`src/rtl/sfpoll_pkg.sv`:
```
package sfpoll_pkg;

  localparam logic [7:0] STATUS_OPCODE = 8'h57;

  typedef enum logic [2:0] {
    PH_IDLE,
    PH_LEAD,
    PH_RUN,
    PH_PARK,
    PH_LAST,
    PH_TAIL
  } sfpoll_phase_e;

  typedef struct packed {
    logic launch;
    logic rise;
    logic fall;
    logic release_;
    logic abort;
  } sfpoll_strobe_t;

endpackage

```
`src/rtl/sfpoll_datapath.sv`:
```
module sfpoll_datapath
  import sfpoll_pkg::*;
#(
  parameter int CLK_DIV        = 4,
  parameter int TIMEOUT_CYCLES = 1000000
) (
  input  logic           clk,
  input  logic           rstN,
  input  sfpoll_strobe_t stb,
  input  logic           active,
  input  logic           miso,
  output logic           tick,
  output logic           expired,
  output logic           sck,
  output logic           csN,
  output logic           mosi,
  output logic [3:0]     riseCnt,
  output logic           rxTop,
  output logic [7:0]     statusByte,
  output logic           done,
  output logic           timedOut
);

  localparam int DIV_W = (CLK_DIV > 1) ? $clog2(CLK_DIV) : 1;
  localparam int TMO_W = $clog2(TIMEOUT_CYCLES + 1);
  localparam int HL_W  = $clog2(CLK_DIV + 1);
  localparam logic [DIV_W-1:0] DIV_LAST = DIV_W'(CLK_DIV - 1);
  localparam logic [TMO_W-1:0] TMO_LAST = TMO_W'(TIMEOUT_CYCLES - 1);

  logic [DIV_W-1:0] divCnt;
  logic [TMO_W-1:0] timer;
  logic [7:0]       opShift;
  logic [6:0]       rxShift;
  logic [HL_W-1:0]  highLen;
  logic             inStatus;
  logic             byteEnd;

  // half-period tick generator
  assign tick = active && (divCnt == DIV_LAST);

  always_ff @(posedge clk) begin
    if (!rstN || !active || stb.launch) begin
      divCnt <= '0;
    end else if (tick) begin
      divCnt <= '0;
    end else begin
      divCnt <= divCnt + 1'b1;
    end
  end

  // transaction time bound
  assign expired = active && (timer == TMO_LAST);

  always_ff @(posedge clk) begin
    if (!rstN || stb.launch) begin
      timer <= '0;
    end else if (active && !expired) begin
      timer <= timer + 1'b1;
    end
  end

  // pins
  always_ff @(posedge clk) begin
    if (!rstN) begin
      sck <= 1'b0;
      csN <= 1'b1;
    end else begin
      if (stb.launch) begin
        csN <= 1'b0;
      end else if (stb.release_ || stb.abort) begin
        csN <= 1'b1;
      end
      if (stb.rise) begin
        sck <= 1'b1;
      end else if (stb.fall || stb.release_ || stb.abort || stb.launch) begin
        sck <= 1'b0;
      end
    end
  end

  // command shifter: next bit is presented on each falling edge
  always_ff @(posedge clk) begin
    if (!rstN || stb.release_ || stb.abort) begin
      opShift <= '0;
    end else if (stb.launch) begin
      opShift <= STATUS_OPCODE;
    end else if (stb.fall) begin
      opShift <= {opShift[6:0], 1'b0};
    end
  end

  assign mosi = opShift[7];

  // edge counter: 0..7 command, 8..15 status, wrapping within status
  assign inStatus = riseCnt[3];
  assign byteEnd  = stb.rise && (riseCnt == 4'd15);

  always_ff @(posedge clk) begin
    if (!rstN || stb.launch) begin
      riseCnt <= '0;
    end else if (stb.rise) begin
      riseCnt <= (riseCnt == 4'd15) ? 4'd8 : riseCnt + 4'd1;
    end
  end

  // status capture
  always_ff @(posedge clk) begin
    if (!rstN || stb.launch) begin
      rxShift <= '0;
    end else if (stb.rise && inStatus) begin
      rxShift <= {rxShift[5:0], miso};
    end
  end

  assign rxTop = rxShift[6];

  always_ff @(posedge clk) begin
    if (!rstN || stb.launch) begin
      statusByte <= '0;
    end else if (byteEnd) begin
      statusByte <= {rxShift[6:2], 3'b000};
    end
  end

  // completion flags
  always_ff @(posedge clk) begin
    if (!rstN) begin
      done     <= 1'b0;
      timedOut <= 1'b0;
    end else begin
      done <= stb.release_ || stb.abort;
      if (stb.launch) begin
        timedOut <= 1'b0;
      end else if (stb.abort) begin
        timedOut <= 1'b1;
      end
    end
  end

  // high-phase length tracker for the clock-shape check
  always_ff @(posedge clk) begin
    if (!rstN || !sck) begin
      highLen <= '0;
    end else begin
      highLen <= highLen + 1'b1;
    end
  end

  AST_CS_IDLE_SCK_LOW: assert property (@(posedge clk) disable iff (!rstN)
    csN |-> !sck) else $error("sck high with chip select released");

  AST_MOSI_HOLD_HIGH: assert property (@(posedge clk) disable iff (!rstN)
    (sck && $past(sck)) |-> $stable(mosi)) else $error("mosi moved while sck high");

  AST_HIGH_PHASE_LEN: assert property (@(posedge clk) disable iff (!rstN)
    sck |-> (highLen < HL_W'(CLK_DIV))) else $error("sck high phase too long");

  AST_TIMER_BOUND: assert property (@(posedge clk) disable iff (!rstN)
    active |-> (timer <= TMO_LAST)) else $error("timer passed its limit");

  AST_DONE_PULSE: assert property (@(posedge clk) disable iff (!rstN)
    done |=> !done) else $error("done longer than one cycle");

  AST_DONE_CS_HIGH: assert property (@(posedge clk) disable iff (!rstN)
    done |-> (csN && !sck)) else $error("done with bus still active");

endmodule

```
`src/rtl/sfpoll_control.sv`:
```
module sfpoll_control
  import sfpoll_pkg::*;
#(
  parameter int PARK_MODE = 1
) (
  input  logic           clk,
  input  logic           rstN,
  input  logic           start,
  input  logic           tick,
  input  logic           expired,
  input  logic           sckLevel,
  input  logic           miso,
  input  logic [3:0]     riseCnt,
  input  logic           rxTop,
  output sfpoll_strobe_t stb,
  output logic           active
);

  localparam bit PARKED = (PARK_MODE != 0);

  sfpoll_phase_e phase, phaseNext;

  assign active = (phase != PH_IDLE);

  always_comb begin
    stb       = '0;
    phaseNext = phase;
    unique case (phase)
      PH_IDLE: begin
        if (start) begin
          stb.launch = 1'b1;
          phaseNext  = PH_LEAD;
        end
      end
      PH_LEAD: begin
        if (tick) begin
          stb.rise  = 1'b1;
          phaseNext = PH_RUN;
        end
      end
      PH_RUN: begin
        if (tick) begin
          if (sckLevel) begin
            stb.fall = 1'b1;
            // park right after the ready bit has been presented
            if (PARKED && (riseCnt == 4'd8)) begin
              phaseNext = PH_PARK;
            end
          end else begin
            stb.rise = 1'b1;
            // last bit of a status byte decides whether to stop
            if ((riseCnt == 4'd15) && (PARKED || rxTop)) begin
              phaseNext = PH_LAST;
            end
          end
        end
      end
      PH_PARK: begin
        if (tick && miso) begin
          stb.rise  = 1'b1;
          phaseNext = PH_RUN;
        end
      end
      PH_LAST: begin
        if (tick) begin
          stb.fall  = 1'b1;
          phaseNext = PH_TAIL;
        end
      end
      PH_TAIL: begin
        if (tick) begin
          stb.release_ = 1'b1;
          phaseNext    = PH_IDLE;
        end
      end
      default: phaseNext = PH_IDLE;
    endcase
    if (expired) begin
      stb       = '0;
      stb.abort = 1'b1;
      phaseNext = PH_IDLE;
    end
  end

  always_ff @(posedge clk) begin
    if (!rstN) begin
      phase <= PH_IDLE;
    end else begin
      phase <= phaseNext;
    end
  end

  AST_PARK_SCK_LOW: assert property (@(posedge clk) disable iff (!rstN)
    (phase == PH_PARK) |-> !sckLevel) else $error("sck not parked low");

  AST_START_IGNORED: assert property (@(posedge clk) disable iff (!rstN)
    (active && start && !expired) |=> (phase != PH_LEAD || $past(phase) == PH_LEAD))
    else $error("restart while busy");

endmodule

```
`src/rtl/sfpoll_host.sv`:
```
module sfpoll_host
  import sfpoll_pkg::*;
#(
  parameter int CLK_DIV        = 4,
  parameter int TIMEOUT_CYCLES = 1000000,
  parameter int PARK_MODE      = 1
) (
  input  logic       clk,
  input  logic       rstN,
  input  logic       start,
  output logic       done,
  output logic       timedOut,
  output logic [7:0] statusByte,
  output logic       sck,
  output logic       csN,
  output logic       mosi,
  input  logic       miso
);

  sfpoll_strobe_t stb;
  logic           active;
  logic           tick;
  logic           expired;
  logic [3:0]     riseCnt;
  logic           rxTop;

  sfpoll_control #(
    .PARK_MODE(PARK_MODE)
  ) u_control (
    .clk      (clk),
    .rstN     (rstN),
    .start    (start),
    .tick     (tick),
    .expired  (expired),
    .sckLevel (sck),
    .miso     (miso),
    .riseCnt  (riseCnt),
    .rxTop    (rxTop),
    .stb      (stb),
    .active   (active)
  );

  sfpoll_datapath #(
    .CLK_DIV        (CLK_DIV),
    .TIMEOUT_CYCLES (TIMEOUT_CYCLES)
  ) u_datapath (
    .clk        (clk),
    .rstN       (rstN),
    .stb        (stb),
    .active     (active),
    .miso       (miso),
    .tick       (tick),
    .expired    (expired),
    .sck        (sck),
    .csN        (csN),
    .mosi       (mosi),
    .riseCnt    (riseCnt),
    .rxTop      (rxTop),
    .statusByte (statusByte),
    .done       (done),
    .timedOut   (timedOut)
  );

endmodule

```
`config.mk`:
```
export PLATFORM = sky130hd
export DESIGN_NAME = sfpoll_host
export DESIGN_NICKNAME = d
export VERILOG_FILES = /design/src/rtl/sfpoll_pkg.sv /design/src/rtl/sfpoll_datapath.sv /design/src/rtl/sfpoll_control.sv /design/src/rtl/sfpoll_host.sv
export SDC_FILE = /design/constraint.sdc
export NUM_CORES = 1
export LEC_CHECK = 0
export BUFFER_PORTS_ARGS = -buffer_cell sky130_fd_sc_hd__clkbuf_2
export CAP_MARGIN = 20
export CORE_ASPECT_RATIO = 0.6
export CORE_UTILIZATION = 60
export CTS_BUF_LIST = sky130_fd_sc_hd__clkbuf_4
export DETAILED_ROUTE_END_ITERATION = 7
export PLACE_DENSITY = 0.86
export SLEW_MARGIN = 20
export SYNTH_ARGS = -nofsm -noshare
export SYNTH_HDL_FRONTEND = slang
export SYNTH_SLANG_ARGS = --single-unit
```
`constraint.sdc`:
```
create_clock -name clk -period 3.2 [get_ports clk]
set_input_delay 0.64 -clock clk [delete_from_list [all_inputs] [get_ports clk]]
set_output_delay 0.64 -clock clk [all_outputs]
set_load 0.01 [all_outputs]
```
* Yosys cells after proc, flatten, opt, wreduce, memory -nomap -nowiden *
Index checks and enable logic that the tools add are counted.

cells by class
  reduce and logical (&&, ||, !) cells = 28
  bitwise operators = 1
  add/subtract/negate cells = 3
  multiplexer cells = 28
  equality and inequality tests = 17

operator list
  kind                                                                      count
  3-bit 2-to-1 mux                                                          9
  20-bit by 1-bit adder with 20-bit output (second input constant)          1
  20-bit equality test (second input constant)                              1
  3-bit one-hot mux with 6 select lines                                     1
  7-bit 2-to-1 mux                                                          2
  1-bit 2-to-1 mux                                                          11
  2-bit by 1-bit inequality test with 1-bit output (second input constant)  5
  1-bit logical OR                                                          9
  4-bit equality test (second input constant)                               2
  8-bit AND reduction                                                       1
  2-bit OR reduction                                                        4
  3-bit by 2-bit equality test with 1-bit output (second input constant)    2
  3-bit equality test (second input constant)                               2
  1-bit logical AND                                                         6
  2-bit nonzero test                                                        3
  5-bit 2-to-1 mux                                                          1
  4-bit by 1-bit adder with 4-bit output (second input constant)            1
  4-bit 2-to-1 mux                                                          1
  3-bit by 1-bit equality test with 1-bit output (second input constant)    1
  1-bit zero test                                                           3
  3-bit zero test                                                           1
  3-bit by 1-bit inequality test with 1-bit output (second input constant)  1
  3-bit inequality test (second input constant)                             1
  1-bit one-hot mux with 3 select lines                                     1
  other kinds (7)                                                           7

word-level totals
  bits of input ports = 4
  register bits = 53
  output and inout port bits = 13

* Depth between registers and ports, before layout *
  depth after elaboration = 11
  gate-level depth with buffers = 9

* Cells and area by module *
Synthesis repeated with hierarchy kept, for this count alone.

unflattened totals
  cells, all modules = 298
  area, all modules = 2,526.2 sq um

modules (own cells, without submodules)
  module           sequential area each (sq um)  area each (sq um)  times used  cells an instance
  sfpoll_datapath  1,001.0                       2,237.1            1           257
  sfpoll_control   60.1                          289.0              1           41

* Least setup slack after synthesis *
OpenSTA, ideal clock, no wires.

  path kind = reg2reg
  start point = register u_datapath.timer[6]
  end point = register u_datapath.rxShift[3]
  buffers on the path = 3
  library setup time = 0.120 ns
  clock period less this slack = 2.306 ns
  stages on the path, launching flop included = 9
  data arrival time = 2.186 ns
  setup slack = 0.894 ns
  path through = dfxtp_1 or4_1 or4_1 buf_2 or2_1 buf_6 and3_4 buf_6 mux2i_1

on the way
  cells in the longest elaborated chain, start to end = 4

ends and longest elaborated chain
  what                                                          line                                            source
  from (decl)                                                   sfpoll_datapath.sv:31                           logic [TMO_W-1:0] timer;
  from (signal assigned)                                        sfpoll_datapath.sv:58                           timer <= timer + 1'b1;
  20-bit equality test (*)                                      sfpoll_datapath.sv:52                           assign expired = active && (timer == TMO_LAST);
  1-bit logical AND (*)                                         sfpoll_datapath.sv:52
  5-bit 2-to-1 mux (*)                                          sfpoll_control.sv:78                            if (expired) begin
  1-bit logical AND / 1-bit logical OR (equally long branches)  sfpoll_datapath.sv:110, sfpoll_datapath.sv:108
  to (signal assigned)                                          sfpoll_datapath.sv:111                          rxShift <= {rxShift[5:0], miso};
  to (decl)                                                     sfpoll_datapath.sv:33                           logic [6:0] rxShift;

Every way passes the cells marked *; elsewhere a longest branch is shown, timed or not.
A chain may end at the register's enable or synchronous reset.

* Final worst setup path *
  start point = register u_datapath.timer[6]
  end point = register u_datapath.statusByte[5]

on the way
  cells in the longest elaborated chain, start to end = 4

ends and longest elaborated chain
  what                                                          line                                           source
  20-bit equality test (*)                                      sfpoll_datapath.sv:52
  1-bit logical AND (*)                                         sfpoll_datapath.sv:52
  5-bit 2-to-1 mux (*)                                          sfpoll_control.sv:78
  1-bit logical AND / 1-bit logical OR (equally long branches)  sfpoll_datapath.sv:96, sfpoll_datapath.sv:118
  to (signal assigned)                                          sfpoll_datapath.sv:121                         statusByte <= {rxShift[6:2], 3'b000};
  to (decl)                                                     sfpoll_datapath.sv:19                          output logic [7:0] statusByte,

Marks and branches as above.

==> impl_metrics.json <==
{
  "outcome": "complete, but fails checks",
  "violations": "design-rule violations",
  "cts_resized": 0,
  "vias_per_cell": 5.82,
  "clkLatencyLatePin_ns": 0.37,
  "num_vias": 1938,
  "syn2layout_area_growth_pct": 4.33,
  "die_x_um": 84.1,
  "synth_warnings": 0,
  "final_nets": 293,
  "antennaDiodeCount": 0,
  "synth_edf_count": 0,
  "ys_seq_area_share_pct": 43.8,
  "coreArea_mm2": 0.00376,
  "worst-setup-path-type": "register to register",
  "finalCriticalPeriod_ns": 2.56,
  "cts_buffers": 5,
  "synth_area_mm2": 0.00242,
  "cp_common_cell": "or4_1",
  "port_buffers": 13,
  "synth_cell_types": 44,
  "grt_util_all_layers_pct": 24.1,
  "yosysTopAreaCellShare_pct": 43.8,
  "fmax_mhz": 391,
  "stdcell_count": 333,
  "synthFlopType": "dfxtp_1",
  "max_cap_viol_count": 0,
  "grt_pass1_vias": 1745,
  "cp-start-kind": "register",
  "crit_path_max_incr_delay_ns": 0.65,
  "die_h_um": 51.2,
  "die_area_mm2": 0.00431,
  "cts_tree": "yes",
  "post_cts_buffers": 0,
  "htree_levels": 2,
  "max-vdd-ir-drop_mv": 0.261,
  "worstPathMaxFanout": 7,
  "worstMarginPinSlew_ns": 0.910,
  "synthTopCellsByArea": "dfxtp_1, mux2i_1, nor2_1, nand2_1, xor2_1",
  "reg2reg_slack_ns": 0.64,
  "synth_top_cell_by_area": "dfxtp_1",
  "synthTopCellsByCount": "dfxtp_1, nor2_1, nand2_1",
  "yosys.cell_count.top_type": "dfxtp_1",
  "holdCritPathClass": "register to register",
  "hold_viol_final": 0,
  "crit_path_cell_trace": "or4_1 > or4_1 > nor2_1 > or3_1 > mux2i_1",
  "maxSlewHeadroom_pct": 38.7,
  "required_ns": 3.51,
  "rsz0062_at_grt": "false",
  "post-route-period-util_pct": 79.8,
  "syn_inst": 279,
  "grt_pass1_wl_um": 8160,
  "place_area_mm2": 0.00247,
  "cts_root_buf": "clkbuf_4",
  "synth.avg_cell_area_um2": 8.69,
  "fin_area_mm2": 0.00253,
  "drt_iter0_drc": 135,
  "clock-sinks": 53,
  "whs_ns": 0.447,
  "finalClockSkew_ns": 0.00833,
  "place_congestion": 0.791,
  "setup_viol": 0,
  "ys_seq_elements": 53,
  "grt_max_degree": 18,
  "drive_gt1_share_pct": 9.79,
  "place_hpwl_um": 3430,
  "dr.pass1.iters": 6,
  "route.detailed.drc": 4,
  "report.final.slew_viol_count": 0,
  "dp.cells": 325,
  "routed_wl_um": 4750,
  "grt_overflow": 0,
  "finalSetupTns_ns": 0,
  "initial_core_util_pct": 64.4,
  "end_kind": "register",
  "power_leakage_nw": 0.977,
  "wire_per_inst_um": 14.3,
  "clk_pin_slew_ns": 0.15,
  "cp.arrival_ns": 2.86,
  "cpMaxStageDelayCell": "or4_1",
  "cts_buffer_depth": 2,
  "async_flop_share_pct": 0,
  "fillers": 307,
  "io_pins": 17,
  "antenna_found_initial": 0,
  "rows": 17,
  "drtAntennaViolNets": 0,
  "total_power_w": 0.00108,
  "p_per_area_mw_per_mm2": 426,
  "holdBufCountCts": 0
}
-- kinds of logic (layout without fill, tap and decap cells) --
group                    after synthesis  after routing  share of synthesized area, %
AO/OA/AOI/OAI                         36             36                          9.60
XOR/XNOR                              14             14                          5.06
adder cells (fa/ha/maj)                4              4                          2.06
buffers and inverters                 20             25                          4.33
flip-flops                            53             53                          43.8
multiplexers                          16             16                          6.60
other                                  1              3                         0.155
AND/OR/NAND/NOR                      135            135                          28.4
-- through the flow --
step	utilization, %	setup slack (ns)
floorplan	-	0.894
global placement	65.6	0.775
detailed placement	65.6	0.669
CTS	67.2	0.639
global route	67.2	0.465
finish	67.2	0.645
-- worst paths after layout --
check                                                       from                               endpoint  depth (start not counted)
worst max register to register  u_datapath.timer[6]$_SDFFE_PP0P_  u_datapath.statusByte[5]$_SDFFE_PP0P_                          5
worst max-delay path            u_datapath.timer[6]$_SDFFE_PP0P_  u_datapath.statusByte[5]$_SDFFE_PP0P_                          5
worst min register to register   u_datapath.divCnt[0]$_SDFF_PP0_        u_datapath.divCnt[0]$_SDFF_PP0_                          1
worst min-delay path             u_datapath.divCnt[0]$_SDFF_PP0_        u_datapath.divCnt[0]$_SDFF_PP0_                          1
-- final cells by class --
| class | count | area [um^2] | area share, % |
|---|---|---|---|
| multi-input cells | 208 | 1270 | 50.0 |
| flip-flops and latches | 53 | 1060 | 41.9 |
| inverters | 3 | 11.3 | 0.445 |
| clock inverters | 1 | 7.51 | 0.297 |
| repair buffers | 14 | 72.6 | 2.87 |
| well taps | 47 | 58.8 | 2.32 |
| clock buffers | 7 | 52.6 | 2.08 |
-- power breakdown --
group | switching, W | internal, W
Clock | 0.000204 | 0.000104
Combinational | 0.0000543 | 0.0000283
Sequential | 0.0000140 | 0.000674
Total | 0.000272 | 0.000807
-- worst max-delay path: cells and delay by family (launching register included) --
kind / cells / cell delay (ns)
flops: 1 / 0.36
mux: 1 / 0.25
simple gates: 4 / 1.87
-- routing by layer --
| metal | vias up | part of all wire (%) | global-route usage, % |
|---|---|---|---|
| li1 | 984 | - | - |
| met4 | 0 | 1.1 | 6.03 |
| met2 | 55 | 42 | 36.2 |
| met5 | - | 0 | 0 |
| met3 | 8 | 5.8 | 5.01 |
| met1 | 891 | 51 | 35.2 |
-- cell usage in the layout, fill, tap and decap left out, types with 4 or more instances in the layout --
master	n
nand4_1	5
ha_1	4
mux2i_1	16
nand2b_1	6
xor2_1	11
a211oi_1	6
clkbuf_4	7
clkbuf_2	13
nor2_1	34
nand2_1	33
or3_1	7
o21ai_0	10
and2_1	5
nand3_1	13
or4_1	4
a21oi_1	9
dfxtp_1	53
nor3_1	7
-- sequential cells by signal (all words and copies together) (netlist names) --
signal and cells:
u_datapath.done 1, u_datapath.sck 1, u_datapath.timedOut 1, u_datapath.statusByte 5, u_datapath.divCnt 2, u_datapath.opShift 8
u_control.phase 3, u_datapath.rxShift 7, u_datapath.csN 1, u_datapath.riseCnt 4, u_datapath.timer 20
Power figures use the tool's default switching activity.
